===== config.mk =====
export PLATFORM = sky130hd
export DESIGN_NAME = gram_host_port
export DESIGN_NICKNAME = d
export VERILOG_FILES = /design/src/rtl/gram_pkg.sv /design/src/rtl/gram_addr_gen.sv /design/src/rtl/gram_lane_map.sv /design/src/rtl/gram_host_port.sv
export SDC_FILE = /design/constraint.sdc
export NUM_CORES = 1
export LEC_CHECK = 0
export BUFFER_PORTS_ARGS = -buffer_cell sky130_fd_sc_hd__buf_4
export CORE_MARGIN = 3
export CORE_UTILIZATION = 53
export CTS_BUF_LIST = sky130_fd_sc_hd__clkbuf_16
export DETAILED_ROUTE_END_ITERATION = 10
export PLACE_DENSITY = 0.81
export SKIP_CTS_REPAIR_TIMING = 1
export SLEW_MARGIN = 20
export SYNTH_ARGS = -nofsm -noshare
export SYNTH_HDL_FRONTEND = slang
export SYNTH_SLANG_ARGS = --single-unit

===== constraint.sdc =====
create_clock -name clk_i -period 2.6 [get_ports clk_i]
set_clock_uncertainty 0.05 [all_clocks]
set_input_delay 0.52 -clock clk_i [delete_from_list [all_inputs] [get_ports clk_i]]
set_output_delay 0.52 -clock clk_i [all_outputs]
set_load 0.02 [all_outputs]

===== src/rtl/gram_pkg.sv =====
package gram_pkg;
  localparam int COL_W   = 9;
  localparam int ROW_W   = 11;
  localparam int FIELD_W = 12;
  localparam int LANE_W  = 16;
  localparam int LANES   = 4;
  localparam int WORD_W  = 2 * LANE_W;
  localparam int LOC_W   = LANES * LANE_W;
  localparam int ADDR_W  = COL_W + ROW_W;
  localparam int NBANK   = 2;

  // control bit positions
  localparam int CTL_EN    = 0;
  localparam int CTL_RD    = 16;
  localparam int CTL_INC   = 17;
  localparam int CTL_LANE0 = 20;
  localparam int CTL_BANK1 = 30;
  localparam int CTL_BANK0 = 31;

  typedef enum logic [1:0] {
    SEL_DATA_A = 2'd0,
    SEL_DATA_B = 2'd1,
    SEL_ADDR   = 2'd2,
    SEL_CTRL   = 2'd3
  } host_sel_e;
endpackage


===== src/rtl/gram_addr_gen.sv =====
module gram_addr_gen #(
  parameter int COL_W = 9,
  parameter int ROW_W = 11
) (
  input  logic             clk_i,
  input  logic             rst_ni,
  input  logic             load_i,
  input  logic [COL_W-1:0] load_col_i,
  input  logic [ROW_W-1:0] load_row_i,
  input  logic             step_i,
  output logic [COL_W-1:0] col_o,
  output logic [ROW_W-1:0] row_o
);
  localparam logic [COL_W-1:0] COL_LAST = '1;

  logic [COL_W-1:0] col_q, base_col, nxt_col;
  logic [ROW_W-1:0] row_q, base_row, nxt_row;

  // a load and a step may coincide: the step applies to the loaded value
  always_comb begin
    base_col = load_i ? load_col_i : col_q;
    base_row = load_i ? load_row_i : row_q;
    nxt_col  = base_col;
    nxt_row  = base_row;
    if (step_i) begin
      if (base_col == COL_LAST) begin
        nxt_col = '0;
        nxt_row = base_row + ROW_W'(1);
      end else begin
        nxt_col = base_col + COL_W'(1);
      end
    end
  end

  always_ff @(posedge clk_i or negedge rst_ni) begin
    if (!rst_ni) begin
      col_q <= '0;
      row_q <= '0;
    end else begin
      col_q <= nxt_col;
      row_q <= nxt_row;
    end
  end

  assign col_o = col_q;
  assign row_o = row_q;
endmodule


===== src/rtl/gram_lane_map.sv =====
module gram_lane_map #(
  parameter int LANE_W = 16
) (
  input  logic [2*LANE_W-1:0] word_a_i,
  input  logic [2*LANE_W-1:0] word_b_i,
  output logic [4*LANE_W-1:0] loc_o,
  input  logic [4*LANE_W-1:0] loc_i,
  output logic [2*LANE_W-1:0] word_a_o,
  output logic [2*LANE_W-1:0] word_b_o
);
  localparam int LANES = 4;

  // lane l comes from word A (even l) or B (odd l); l/2 picks pixel or depth half
  for (genvar l = 0; l < LANES; l++) begin : g_lane
    localparam int HALF = l / 2;
    if (l % 2 == 0) begin : g_a
      assign loc_o[l*LANE_W +: LANE_W]       = word_a_i[HALF*LANE_W +: LANE_W];
      assign word_a_o[HALF*LANE_W +: LANE_W] = loc_i[l*LANE_W +: LANE_W];
    end else begin : g_b
      assign loc_o[l*LANE_W +: LANE_W]       = word_b_i[HALF*LANE_W +: LANE_W];
      assign word_b_o[HALF*LANE_W +: LANE_W] = loc_i[l*LANE_W +: LANE_W];
    end
  end
endmodule


===== src/rtl/gram_host_port.sv =====
module gram_host_port
  import gram_pkg::*;
(
  input  logic              clk_i,
  input  logic              rst_ni,
  input  logic              host_we_i,
  input  logic [1:0]        host_sel_i,
  input  logic [WORD_W-1:0] host_wdata_i,
  output logic [WORD_W-1:0] host_rdata_o,
  output logic [NBANK-1:0]  mem_we_o,
  output logic [NBANK-1:0]  mem_re_o,
  output logic [ADDR_W-1:0] mem_addr_o,
  output logic [LOC_W-1:0]  mem_wdata_o,
  output logic [LANES-1:0]  mem_wmask_o,
  input  logic [LOC_W-1:0]  mem_rdata0_i,
  input  logic [LOC_W-1:0]  mem_rdata1_i
);
  localparam int PAD_HI = WORD_W - FIELD_W - ROW_W;
  localparam int PAD_LO = FIELD_W - COL_W;

  logic [WORD_W-1:0] data_a_q, data_b_q, ctrl_q;
  logic [COL_W-1:0]  col;
  logic [ROW_W-1:0]  row;
  logic [NBANK-1:0]  mem_we_q, mem_re_q, rd_pend_q;
  logic [ADDR_W-1:0] mem_addr_q;
  logic [LOC_W-1:0]  mem_wdata_q, pack_loc, rd_loc;
  logic [LANES-1:0]  mem_wmask_q;
  logic [WORD_W-1:0] rd_a, rd_b;

  host_sel_e sel;
  logic wr_a, wr_b, wr_addr, wr_ctrl, enabled, commit, rd_go, step, rd_bank1, capture;
  logic [COL_W-1:0] ld_col;
  logic [ROW_W-1:0] ld_row;

  assign sel      = host_sel_e'(host_sel_i);
  assign wr_a     = host_we_i && sel == SEL_DATA_A;
  assign wr_b     = host_we_i && sel == SEL_DATA_B;
  assign wr_addr  = host_we_i && sel == SEL_ADDR;
  assign wr_ctrl  = host_we_i && sel == SEL_CTRL;
  assign enabled  = ctrl_q[CTL_EN];
  assign commit   = wr_b && enabled;
  assign rd_go    = wr_addr && enabled && ctrl_q[CTL_RD];
  assign step     = (commit || rd_go) && ctrl_q[CTL_INC];
  assign rd_bank1 = ctrl_q[CTL_BANK1] && !ctrl_q[CTL_BANK0];
  assign capture  = |rd_pend_q;
  assign ld_col   = host_wdata_i[COL_W-1:0];
  assign ld_row   = host_wdata_i[FIELD_W +: ROW_W];

  gram_addr_gen #(.COL_W(COL_W), .ROW_W(ROW_W)) addr_gen_i (
    .clk_i      (clk_i),
    .rst_ni     (rst_ni),
    .load_i     (wr_addr),
    .load_col_i (ld_col),
    .load_row_i (ld_row),
    .step_i     (step),
    .col_o      (col),
    .row_o      (row)
  );

  assign rd_loc = rd_pend_q[1] ? mem_rdata1_i : mem_rdata0_i;

  gram_lane_map #(.LANE_W(LANE_W)) lane_map_i (
    .word_a_i (data_a_q),
    .word_b_i (host_wdata_i),
    .loc_o    (pack_loc),
    .loc_i    (rd_loc),
    .word_a_o (rd_a),
    .word_b_o (rd_b)
  );

  // host registers; returning read data wins over a host write in the same cycle
  always_ff @(posedge clk_i or negedge rst_ni) begin
    if (!rst_ni) begin
      data_a_q <= '0;
      data_b_q <= '0;
      ctrl_q   <= '0;
    end else begin
      if (wr_ctrl) ctrl_q <= host_wdata_i;
      if (capture) begin
        data_a_q <= rd_a;
        data_b_q <= rd_b;
      end else begin
        if (wr_a) data_a_q <= host_wdata_i;
        if (wr_b) data_b_q <= host_wdata_i;
      end
    end
  end

  always_ff @(posedge clk_i or negedge rst_ni) begin
    if (!rst_ni) begin
      mem_we_q    <= '0;
      mem_re_q    <= '0;
      rd_pend_q   <= '0;
      mem_addr_q  <= '0;
      mem_wdata_q <= '0;
      mem_wmask_q <= '0;
    end else begin
      mem_we_q  <= commit ? {ctrl_q[CTL_BANK1], ctrl_q[CTL_BANK0]} : '0;
      mem_re_q  <= rd_go ? (rd_bank1 ? 2'b10 : 2'b01) : '0;
      rd_pend_q <= mem_re_q;
      if (commit) begin
        mem_addr_q  <= {row, col};
        mem_wdata_q <= pack_loc;
        mem_wmask_q <= ctrl_q[CTL_LANE0 +: LANES];
      end else if (rd_go) begin
        mem_addr_q  <= {ld_row, ld_col};
      end
    end
  end

  always_comb begin
    unique case (sel)
      SEL_DATA_A: host_rdata_o = data_a_q;
      SEL_DATA_B: host_rdata_o = data_b_q;
      SEL_ADDR:   host_rdata_o = {{PAD_HI{1'b0}}, row, {PAD_LO{1'b0}}, col};
      default:    host_rdata_o = ctrl_q;
    endcase
  end

  assign mem_we_o    = mem_we_q;
  assign mem_re_o    = mem_re_q;
  assign mem_addr_o  = mem_addr_q;
  assign mem_wdata_o = mem_wdata_q;
  assign mem_wmask_o = mem_wmask_q;
endmodule


; Yosys cells after proc, flatten, opt, wreduce, memory -nomap -nowiden
; Cells that the tools add are included.
[totals]
regBits = 210
in_bits = 165
output_inout_bits = 124
wordCells = 50
[classes]
addsub = 2
eq_ne = 4
n_mux = 17
reduce_logical = 16
[ops]
columns = op, n
row1 = $mux 32, 4
row2 = $pmux 32 s3, 1
row3 = $mux 64, 1
row4 = $mux 20, 2
row5 = $mux 11, 3
row6 = $mux 9, 3
row7 = $add 11x1->11 const B, 1
row8 = $add 9x1->9 const B, 1
row9 = $eq 9x9->1 const B, 1
row10 = $logic_and 1x1->1, 9
row11 = $mux 2, 3
row12 = $reduce_bool 2->1, 3
row13 = $eq 2x2->1 const B, 2
row14 = $eq 2x1->1 const B, 1
row15 = $logic_not 2->1, 1
row16 = $reduce_or 2->1, 1
row17 = $logic_not 1->1, 1
row18 = $logic_or 1x1->1, 1

; Longest topological paths before layout
[logic_depth]
ltp_word = 7
ltp_mapped = 14
ltp_nobuf = 11

; By module
; A second synthesis with hierarchy kept.
[hier_totals]
hier_cells = 1005
hier_area_um2 = 11511.0
[by_module_without_submodules]
columns = mod, instances, cells_each, area_per_inst_um2, seq_area_each_um2
row1 = gram_host_port, 1, 756, 9271.4, 4754.6
row2 = gram_addr_gen, 1, 121, 1278.7, 500.5
row3 = gram_lane_map, 1, 128, 960.9, 0.0

; Worst setup path after synthesis
; Ideal clock, no wire load.
[synth_path]
kind = input-to-reg
start = in host_we_i
end = reg addr_gen_i.row_q[10] (netlist: addr_gen_i.row_o[10])
setup_time_ns = 0.124
t_arrival_ns = 2.648
setup_slack_ns = -0.222
cell_stages = 12
path_buffers = 2
cell_sequence = buf_2 nand3b_4 mux2_2 nor3_1 and3_1 ha_1 nand4_1 a21oi_1 buf_2 nand3_1 a21oi_1 xnor2_1
[synth_via]
elab_chain_len = 6
word_cells_on_any_way = 13
[synth_lines]
columns = element, line
row1 = "start, declared", gram_host_port.sv:6  ; input logic host_we_i,
row2 = branches (longest 5 deep; another with $add 11x1->11), -
row3 = $mux 11 (*), gram_addr_gen.sv:25  ; if (step_i) begin
row4 = net addr_gen_i.nxt_row[10], gram_addr_gen.sv:17  ; logic [ROW_W-1:0] row_q, base_row, nxt_row;
row5 = "end signal, assigned", gram_addr_gen.sv:41  ; row_q <= nxt_row;
row6 = "end, declared", gram_addr_gen.sv:17
; Mark *: on every way through the listed nets, which the timed path passes.
; A chain may end at the register's enable or synchronous reset.

; Worst setup path in the final report
[layout_path]
start = in host_sel_i[0]
end = out host_rdata_o[21]
[layout_via]
elab_chain_len = 2
word_cells_on_any_way = 4
[layout_lines]
columns = element, line
row1 = "start, declared", gram_host_port.sv:7  ; input logic [1:0] host_sel_i,
row2 = $eq 2x2->1 (tied with other cells), gram_host_port.sv:112  ; unique case (sel)
row3 = $pmux 32 s3 (*), gram_host_port.sv:112
row4 = "end, declared", gram_host_port.sv:9  ; output logic [WORD_W-1:0] host_rdata_o,
; Mark *: on every way between the ends. The rest lies on a longest branch, timed or not.

==> out/metrics.yaml <==
synth.distinct_cells: 39
yosysWarnings: 0
dr_wl_met3_um: 1860
hold_viol: 47
p_seq_share_pct: 41.0
final.fill_count: 1379
path_cells: "buf_4 > buf_6 > buf_4 > mux4_2 > buf_4"
setup_ws_ps: 112.2
top_layer: "met5"
cp_common_cell: "buf_4"
cts-buffers-inserted: 22
io_pins: 289
cts_sinks: 210
critPathKind: "primary input to output port"
dp_hpwl_um: 21650
fin_crit_sh_pct: 95.69
irDropWorstVdd_mv: 0.6620
core_area_um2: 18890
register_area_um2: 5263
std_cell_rows: 50
drc_errors: 0
maxSlewHeadroom_pct: 42.90
whs_ps: -27.42
multi_input_comb_area_um2: 4787
setup_viol: 0
io_buffers: 288
vias: 8603
critPathLaunch: "host_sel_i[0]"
synth_seq_cells: 210
tightest_slew_ps: 856.5
synth_largest_area_cell: "dfrtp_1"
area_growth_pct: 33.55
synthArstFlopShare_pct: 100.0
min_path_type: "primary input to asynchronous set/reset pin"
vias_per_cell: 5.576
drt-total-wl_um: 30190
regToRegSetupSlack_ps: 120
htree_levels: 1
m1WireLength_um: 12520
grt.overflow.total: 0
p_leak_nw: 6.668
r2r_cells: 10
first_pass_iters: 5
place.gp.congestion: 0.9168
reg2reg_to: "addr_gen_i.row_o[9]$_DFF_PN0_"
synth-seq-area-share_pct: 50.98
power.internal_mw: 8.017
p_sw_mw: 4.124
critical-path-slowest-cell: "mux4_2"
grt_pass1_vias: 8817
status: "finished with violations"
critPathCaptureType: "output port"
cp-start-kind: "primary input"
fp.dieArea_um2: 21160
synth_edf_count: 0
met2_length_um: 14910
switching_share_pct: 33.97
power_frac_clock_pct: 24.2
grt_max_degree: 80
pre_cts_ws_ps: -340.6
maxCapViolCount: 0
drtIter0Drc: 570
path_clk_slew_ps: 60
antenna_cells: 0
critPathMaxFanout: 19
fp.dieW_um: 145.5
grt_pass1_wl_um: 48180
slowest_delay_ps: 540
cts_tree: "done"
postLayoutCoreUtil_pct: 72.86
power_density_nw_per_um2: 881.9
rsz0062_at_grt: "false"
cp_data_arrival_time_ps: 1920
p_comb_share_pct: 34.9
wl_per_cell_um: 19.56
drv_slew: 0
violations: "hold timing"
worstReg2RegStart: "addr_gen_i.col_o[3]$_DFF_PN0_"
dieHeight_um: 145.5
initial_core_util_pct: 54.56
synth_fp_nets: 1140
fin_crit_ps: 2488
antenna_found_initial: 1
nets: 1435
netlist_instances: 972
crit_required_ps: 2030
drive_above_1_share_pct: 40.22
clk_path_buf_depth: 3
synthesis.area_um2: 10310
synth_ff_type: "dfrtp_1"
power_mw: 12.14
clock_latency_ps: 490
ant_nets: 0
postSynthAreaPerCell_um2: 10.60
grt_usage_pct: 28.18
timing.fmax_ghz: 0.4020
yosys-top-cells-area: "dfrtp_1 51%, mux2_2 12%, a21oi_1 7.5%"
synth_top_area_share_pct: 50.98
cts_root_buf: "clkbuf_16"
[layer usage]
| metal | vias to the layer above | global-route usage (%) |
|---|---|---|
| met5 | - | 0 |
| met4 | 2 | 8.927 |
| met3 | 58 | 5.388 |
| met2 | 311 | 47.63 |
| met1 | 4218 | 37.15 |
| li1 | 4014 | - |
[kinds of logic after synthesis]
| logic type | after synthesis | synth area share (%) |
|---|---|---|
| adders and majority gates | 3 | 0.3642 |
| AOI/OAI and AO/OA | 238 | 11.85 |
| muxes | 176 | 21.05 |
| buffers and inverters | 74 | 3.144 |
| and+or+nand+nor | 254 | 11.17 |
| xor gates and xnor gates | 17 | 1.445 |
| DFF | 210 | 50.98 |
[stage by stage]
stage / std cells / area (µm²) / hold slack, ps / setup TNS [ps]
finish: 1543 / 13770 / -27.42 / 0
global route: 1543 / 13770 / 0.01998 / 0
floorplan: 972 / 10360 / 174.4 / 0
CTS: 1543 / 13750 / -13.54 / -12.33
global placement: 1503 / 13080 / 309.6 / -1140
detailed placement: 1503 / 13080 / 314.3 / -2201
[synthesized netlist by cell type (all sizes together), types with 8 or more instances]
cell type and number:
clkbuf 45, mux2i 49, o21ai 77, mux4 20, dfrtp 210, buf 25, nand3 17, xor2 9
nor2 89, a21oi 155, xnor2 8, nor2b 33, nand2 89, mux2 107
[critical path, delay by kind of cell]
| kind | cells | cell delay [ps] |
|---|---|---|
| buffers and inverters | 4 | 840 |
| muxes | 1 | 540 |
[how the worst max path moves through the flow]
stage | end | cells past startpoint
global route | addr_gen_i.row_o[9]$_DFF_PN0_ | 10
detailed placement | addr_gen_i.row_o[9]$_DFF_PN0_ | 11
global placement | addr_gen_i.row_o[9]$_DFF_PN0_ | 11
finish | host_rdata_o[21] | 5
floorplan | addr_gen_i.row_o[9]$_DFF_PN0_ | 13
CTS | host_rdata_o[21] | 5
[final cells by class]
class,instances,area share (%)
repair buffers,341,19.64
flip-flops and latches,210,38.23
inverters,4,0.1091
clock buffers,23,4.181
multi-input cells,688,34.78
clock inverters,17,0.6999
well taps,260,2.363
[state kept, by name, summed over array words and instances (netlist names)]
name,cells
data_b_q,32
addr_gen_i.row_o,11
addr_gen_i.col_o,9
mem_wdata_o,64
mem_wmask_o,4
ctrl_q,32
rd_pend_q,2
mem_addr_o,20
data_a_q,32
mem_we_o,2
mem_re_o,2
[placed cells by master, fill, tap and decap left out, types with 2 or more instances in the layout]
cell type,count
mux2i_2,2
clkinv_1,8
buf_4,327
inv_1,7
a21oi_1,154
mux4_2,20
clkbuf_16,23
dfrtp_1,208
buf_6,3
buf_12,10
and3_1,3
a211oi_4,2
and2_1,2
xor2_1,9
nand3b_1,2
clkinv_2,5
nor2_1,88
o21ai_0,77
xnor2_1,8
nor2b_1,33
mux2_2,106
nand2_1,88
nand4_1,7
dfrtp_4,2
nand3_1,15
mux2i_1,46
nor3_1,5
[power groups by stage]
| stage | Combinational (mW) | Clock, mW | Sequential [mW] |
|---|---|---|---|
| after global routing | 4.54 | 3.13 | 5.09 |
| final | 4.23 | 2.93 | 4.97 |
| after CTS | 4.27 | 3.01 | 4.96 |
| after floorplan | 1.59 | 0 | 5.54 |
| after global placement | 4.15 | 0 | 4.95 |
| after detailed placement | 4.24 | 0 | 5.00 |
No activity file was read; power rests on OpenSTA's default activity.
